===== src/rtl/vpm_pkg.sv =====
package vpm_pkg;

   // one-bit full adder, returned as {carry, sum}
   function automatic logic [1:0] fa(input logic x, input logic y, input logic z);
      return {(x & y) | (x & z) | (y & z), x ^ y ^ z};
   endfunction

   // bound a requested precision to the controllable range
   function automatic int bound_prec(input int req, input int lo, input int hi);
      if (req < lo) return lo;
      if (req > hi) return hi;
      return req;
   endfunction

endpackage


===== src/rtl/vpm_prec_mask.sv =====
module vpm_prec_mask #(
   parameter int W        = 24,
   parameter int MIN_PREC = 8,
   parameter int PW       = 5
) (
   input  logic [PW-1:0] prec,
   output logic [W-1:0]  keep
);
   import vpm_pkg::*;

   localparam int CTRL = W - MIN_PREC;

   int eff;
   always_comb eff = bound_prec(int'(prec), MIN_PREC, W);

   for (genvar i = 0; i < W; i++) begin : g_bit
      if (i >= CTRL) begin : g_fixed
         assign keep[i] = 1'b1;
      end else begin : g_ctrl
         assign keep[i] = (i >= (W - eff));
      end
   end

endmodule


===== src/rtl/vpm_csa_array.sv =====
module vpm_csa_array #(
   parameter int W = 24
) (
   input  logic [W-1:0]   a,
   input  logic [W-1:0]   b,
   input  logic [W-1:0]   en_a,
   input  logic [W-1:0]   en_b,
   output logic [2*W-1:0] sum_v,
   output logic [2*W-1:0] car_v
);
   import vpm_pkg::*;

   localparam int PWID = 2 * W;

   logic [W:0][PWID-1:0] s_r;
   logic [W:0][PWID-1:0] c_r;
   logic [W-1:0][PWID-1:0] pp;

   assign s_r[0] = '0;
   assign c_r[0] = '0;

   for (genvar j = 0; j < W; j++) begin : g_row
      // partial products of this row; a diagonal enable (en_a) and a row enable (en_b)
      for (genvar k = 0; k < PWID; k++) begin : g_pp
         if (k >= j && k - j < W) begin : g_cell
            assign pp[j][k] = a[k-j] & b[j] & en_a[k-j] & en_b[j];
         end else begin : g_pad
            assign pp[j][k] = 1'b0;
         end
      end
      assign c_r[j+1][0] = 1'b0;
      for (genvar k = 0; k < PWID; k++) begin : g_fa
         logic [1:0] r;
         assign r = fa(s_r[j][k], c_r[j][k], pp[j][k]);
         assign s_r[j+1][k] = r[0];
         if (k < PWID - 1) begin : g_cup
            assign c_r[j+1][k+1] = r[1];
         end
      end
   end

   assign sum_v = s_r[W];
   assign car_v = c_r[W];

endmodule


===== src/rtl/vpm_ripple_add.sv =====
module vpm_ripple_add #(
   parameter int N = 48
) (
   input  logic [N-1:0] x,
   input  logic [N-1:0] y,
   output logic [N-1:0] s
);
   import vpm_pkg::*;

   logic [N:0] cy;
   assign cy[0] = 1'b0;

   for (genvar i = 0; i < N; i++) begin : g_stage
      logic [1:0] r;
      assign r       = fa(x[i], y[i], cy[i]);
      assign s[i]    = r[0];
      assign cy[i+1] = r[1];
   end

endmodule


===== src/rtl/varprec_array_mult.sv =====
module varprec_array_mult #(
   parameter int W        = 24,
   parameter int MIN_PREC = 8,
   parameter int PW       = $clog2(W + 1)
) (
   input  logic          clk,
   input  logic          rst_n,
   input  logic          start,
   input  logic [W-1:0]  mcand,
   input  logic [W-1:0]  mplier,
   input  logic [PW-1:0] prec_mcand,
   input  logic [PW-1:0] prec_mplier,
   output logic [W-1:0]  prod_hi,
   output logic          done
);

   localparam int PWID = 2 * W;

   if (MIN_PREC < 1 || MIN_PREC > W) begin : g_bad_min
      $error("MIN_PREC must lie in 1..W");
   end
   if ((1 << PW) <= W) begin : g_bad_pw
      $error("PW too narrow to encode W");
   end

   logic [W-1:0] keep_a, keep_b;

   vpm_prec_mask #(.W(W), .MIN_PREC(MIN_PREC), .PW(PW)) i_mask_a (
      .prec(prec_mcand), .keep(keep_a));
   vpm_prec_mask #(.W(W), .MIN_PREC(MIN_PREC), .PW(PW)) i_mask_b (
      .prec(prec_mplier), .keep(keep_b));

   // stage 1: operands and enables
   logic [W-1:0] a_q, b_q, ea_q, eb_q;
   logic         v1_q;

   always_ff @(posedge clk or negedge rst_n) begin
      if (!rst_n) begin
         a_q  <= '0;
         b_q  <= '0;
         ea_q <= '0;
         eb_q <= '0;
         v1_q <= 1'b0;
      end else begin
         v1_q <= start;
         if (start) begin
            a_q  <= mcand;
            b_q  <= mplier;
            ea_q <= keep_a;
            eb_q <= keep_b;
         end
      end
   end

   logic [PWID-1:0] sum_v, car_v, full;

   vpm_csa_array #(.W(W)) i_array (
      .a(a_q), .b(b_q), .en_a(ea_q), .en_b(eb_q),
      .sum_v(sum_v), .car_v(car_v));

   vpm_ripple_add #(.N(PWID)) i_cpa (
      .x(sum_v), .y(car_v), .s(full));

   // stage 2: result
   always_ff @(posedge clk or negedge rst_n) begin
      if (!rst_n) begin
         prod_hi <= '0;
         done    <= 1'b0;
      end else begin
         done <= v1_q;
         if (v1_q) prod_hi <= full[PWID-1:W];
      end
   end

   p_start_done_r6: assert property (@(posedge clk) disable iff (!rst_n)
      start |-> ##2 done);
   p_done_cause_r6: assert property (@(posedge clk) disable iff (!rst_n)
      done |-> $past(v1_q));
   p_hold_r8: assert property (@(posedge clk) disable iff (!rst_n)
      !done |-> $stable(prod_hi));
   p_diag_zero_r2: assert property (@(posedge clk) disable iff (!rst_n)
      (start && ((mcand & keep_a) == '0)) |-> ##2 (prod_hi == '0));
   p_row_zero_r3: assert property (@(posedge clk) disable iff (!rst_n)
      (start && ((mplier & keep_b) == '0)) |-> ##2 (prod_hi == '0));

endmodule


===== config.mk =====
export PLATFORM = sky130hd
export DESIGN_NAME = varprec_array_mult
export DESIGN_NICKNAME = d
export VERILOG_FILES = /design/src/rtl/vpm_pkg.sv /design/src/rtl/vpm_prec_mask.sv /design/src/rtl/vpm_csa_array.sv /design/src/rtl/vpm_ripple_add.sv /design/src/rtl/varprec_array_mult.sv
export SDC_FILE = /design/constraint.sdc
export NUM_CORES = 1
export LEC_CHECK = 0
export BUFFER_PORTS_ARGS = -buffer_cell sky130_fd_sc_hd__buf_4
export CELL_PAD_IN_SITES_DETAIL_PLACEMENT = 0
export CELL_PAD_IN_SITES_GLOBAL_PLACEMENT = 1
export CORE_ASPECT_RATIO = 0.9
export CORE_UTILIZATION = 33
export DETAILED_ROUTE_END_ITERATION = 16
export PLACE_DENSITY_LB_ADDON = 0.1
export SYNTH_ARGS = -nofsm -noshare
export SYNTH_HDL_FRONTEND = slang
export SYNTH_SLANG_ARGS = --single-unit
export TNS_END_PERCENT = 1

===== constraint.sdc =====
create_clock -name clk -period 31.3 [get_ports clk]
set_clock_uncertainty 0.15 [all_clocks]
set_input_delay 1.565 -clock clk [delete_from_list [all_inputs] [get_ports clk]]
set_output_delay 1.565 -clock clk [all_outputs]
set_load 0.02 [all_outputs]

==> impl_metrics.json <==
{
  "tightest_slew_ns": 1.13,
  "drt_iter0_markers": 475,
  "slew-limit-headroom_pct": 24.7,
  "yosys.area_share.simple_pct": 16.3,
  "regArea_mm2": 0.00268,
  "crit_path_start_kind": "flip-flop",
  "synthCells": 1844,
  "holdWs_ns": 0.369,
  "drive_above_1_share_pct": 10.9,
  "multi_input_area_mm2": 0.0153,
  "worst_path_max_delay_cell": "dfrtp_2",
  "synth-edff-count": 0,
  "rsz0062_at_grt": "false",
  "post-route-util_pct": 36.2,
  "core-area_mm2": 0.0571,
  "fillers": 5948,
  "peakVddDrop_mv": 0.0629,
  "fmax_mhz": 45.2,
  "finalInstanceArea_mm2": 0.0207,
  "vias": 12600,
  "die_h_um": 230,
  "critPathArrivalTime_ns": 22.26,
  "antennaDiodeCount": 0,
  "drc": 0,
  "cts_hold_buf": 0,
  "portBuffers": 85,
  "synth_compound_area_share_pct": 3.56,
  "ant_nets": 0,
  "cts_root_buffer": "clkbuf_16",
  "drt_pre_antenna_iters": 5,
  "grt_pass1_vias": 13300,
  "grt_pass1_wl_mm": 76.1,
  "drt_wl_total_mm": 48.1,
  "hp-class": "flip-flop to flip-flop",
  "layout_commonest_cell": "fa_1",
  "synthDistinctLibCells": 65,
  "syn_area_per_cell_um2": 10.3,
  "wire_per_inst_um": 18.5,
  "critical_path.endpoint_type": "flip-flop",
  "finalCriticalPeriod_ns": 22.11,
  "path_clk_slew_ns": 0.10,
  "synth_top_family_by_area": "adder cells",
  "area_growth_pct": 8.30,
  "synth.area.top_cells": "fa_1 53%, dfrtp_1 14%, nand2_1 5.4%",
  "synth_seq_cells": 107,
  "clock_latency_ns": 0.40,
  "syn_area_mm2": 0.0191,
  "tns_ns": 0,
  "synth_xor_area_share_pct": 0.230,
  "power_density_mw_per_mm2": 94.0,
  "grt_use_total_pct": 17.0,
  "cts_tree": "yes",
  "gp_congestion": 0.871,
  "setup-violations-final": 0,
  "cts-buffers-inserted": 9,
  "vias_per_cell": 4.83,
  "die_area_mm2": 0.0588,
  "slew_viol_final": 0,
  "layout_common_cells": "506 x fa_1, 273 x nand2_1, 271 x nor2_1",
  "clk_path_buf_depth": 2,
  "nets": 2434,
  "period_share_pct": 70.6,
  "synthMuxAreaShare_pct": 4.53,
  "hpwl_mm": 41.1,
  "start_util_pct": 33.4,
  "std_cell_rows": 83,
  "yosysSeqAreaShare_pct": 14.0,
  "grt_overflow": 0,
  "final_hold_viol_count": 0,
  "crit_fanout": 23,
  "synth_largest_area_cell": "fa_1",
  "postLayoutSetupSlackWorst_ns": 9.19,
  "synth_top_area_share_pct": 53.1,
  "cts_sinks": 107,
  "fp.dieW_um": 255,
  "synth_flop_cell": "dfrtp_1",
  "grt_max_degree": 88,
  "p_leak_nw": 8.07,
  "cts.htree.levels": 3,
  "yosysWarnings": 0,
  "ctsResizeCount": 0,
  "pin_count": 86,
  "dpl_cell_area_mm2": 0.0203,
  "async_reset_ff_share_pct": 100,
  "worstPathRequired_ns": 31.45,
  "path_class": "flip-flop to flip-flop",
  "synth_fa_ha_area_share_pct": 55.4,
  "slowest_delay_ns": 0.63,
  "status": "finished, final reports clean",
  "cpMostUsedCell": "fa_1",
  "drv_cap": 0,
  "place_ws_ns": 8.95,
  "antenna_found_initial": 0,
  "cts_setup_buffers": 0,
  "synth_nets": 2444
}
-- final timing paths --
path / cells after the start / slack [ns] / to / start
worst max-delay path: 55 / 9.19 / prod_hi[22]$_DFFE_PN0P_ / ea_q[16]$_DFFE_PN0P_
worst min-delay path: 1 / 0.37 / a_q[0]$_DFFE_PN0P_ / a_q[0]$_DFFE_PN0P_
worst max register to register: 55 / 9.19 / prod_hi[22]$_DFFE_PN0P_ / ea_q[16]$_DFFE_PN0P_
worst min register to register: 1 / 0.37 / a_q[0]$_DFFE_PN0P_ / a_q[0]$_DFFE_PN0P_
max in group asynchronous: 2 / 28.69 / a_q[11]$_DFFE_PN0P_ / rst_n
min in group asynchronous: 1 / 1.02 / prod_hi[22]$_DFFE_PN0P_ / rst_n
-- power breakdown --
group	switching, mW	leakage [nW]	internal [mW]
Combinational	0.876	6.62	0.730
Clock	0.0715	0.158	0.0595
Sequential	0.0267	1.28	0.179
Total	0.974	8.07	0.968
-- per-layer routing --
layer | vias to the layer above | part of all wire [%] | GRT usage, %
li1 | 5655 | - | -
met1 | 6755 | 48 | 24.3
met2 | 162 | 48 | 27.9
met3 | 15 | 2.7 | 2.05
met4 | 0 | 0.80 | 2.84
met5 | - | 0 | 0
-- critical path: cells and delay by family (launching register included) --
family / cells / cell delay (ns)
simple gates: 2 / 0.59
buf+inv: 6 / 0.38
mux: 1 / 0.27
flops: 1 / 0.63
fa+ha+maj: 46 / 20.01
-- cell type report --
class	count	share of cell area, %
flip-flops and latches	107	13.0
clock inverters	7	0.503
inverters	166	3.02
clock buffers	9	1.09
repair buffers	106	3.85
well taps	765	4.63
multi-input cells	1444	73.9
-- state kept, by name, summed over array words and instances, names as in the netlist --
| register | cells |
|---|---|
| a_q | 24 |
| b_q | 24 |
| prod_hi | 24 |
| ea_q | 17 |
| eb_q | 16 |
| done | 1 |
| v1_q | 1 |
-- kinds of logic (layout without fill, tap and decap cells) --
kind of cell             Yosys count  after routing
buffers and inverters            293            288
adder cells (fa/ha/maj)          542            542
flip-flops                       107            107
multiplexers                      79             79
AO/OA/AOI/OAI                    100            100
AND/OR/NAND/NOR                  718            718
XOR/XNOR                           5              5
-- Yosys cell counts, types with 10 or more instances --
| master | instances |
|---|---|
| fa_1 | 506 |
| nand2_1 | 273 |
| nor2_1 | 271 |
| inv_1 | 166 |
| clkbuf_1 | 117 |
| dfrtp_1 | 107 |
| and3_1 | 65 |
| mux2_2 | 58 |
| ha_1 | 33 |
| nand3_1 | 33 |
| and2_1 | 31 |
| a21oi_1 | 22 |
| mux2i_1 | 21 |
| o21ai_0 | 21 |
| nor3_1 | 10 |
| o211ai_1 | 10 |
| o22ai_1 | 10 |
-- metrics by stage --
step,power (mW),std cells
after global routing,2.24,2604
final,1.94,2604
after floorplan,1.51,1844
after global placement,1.91,2588
after detailed placement,1.91,2588
after CTS,2.05,2604
Note: power is estimated with default switching activity, not from simulation.
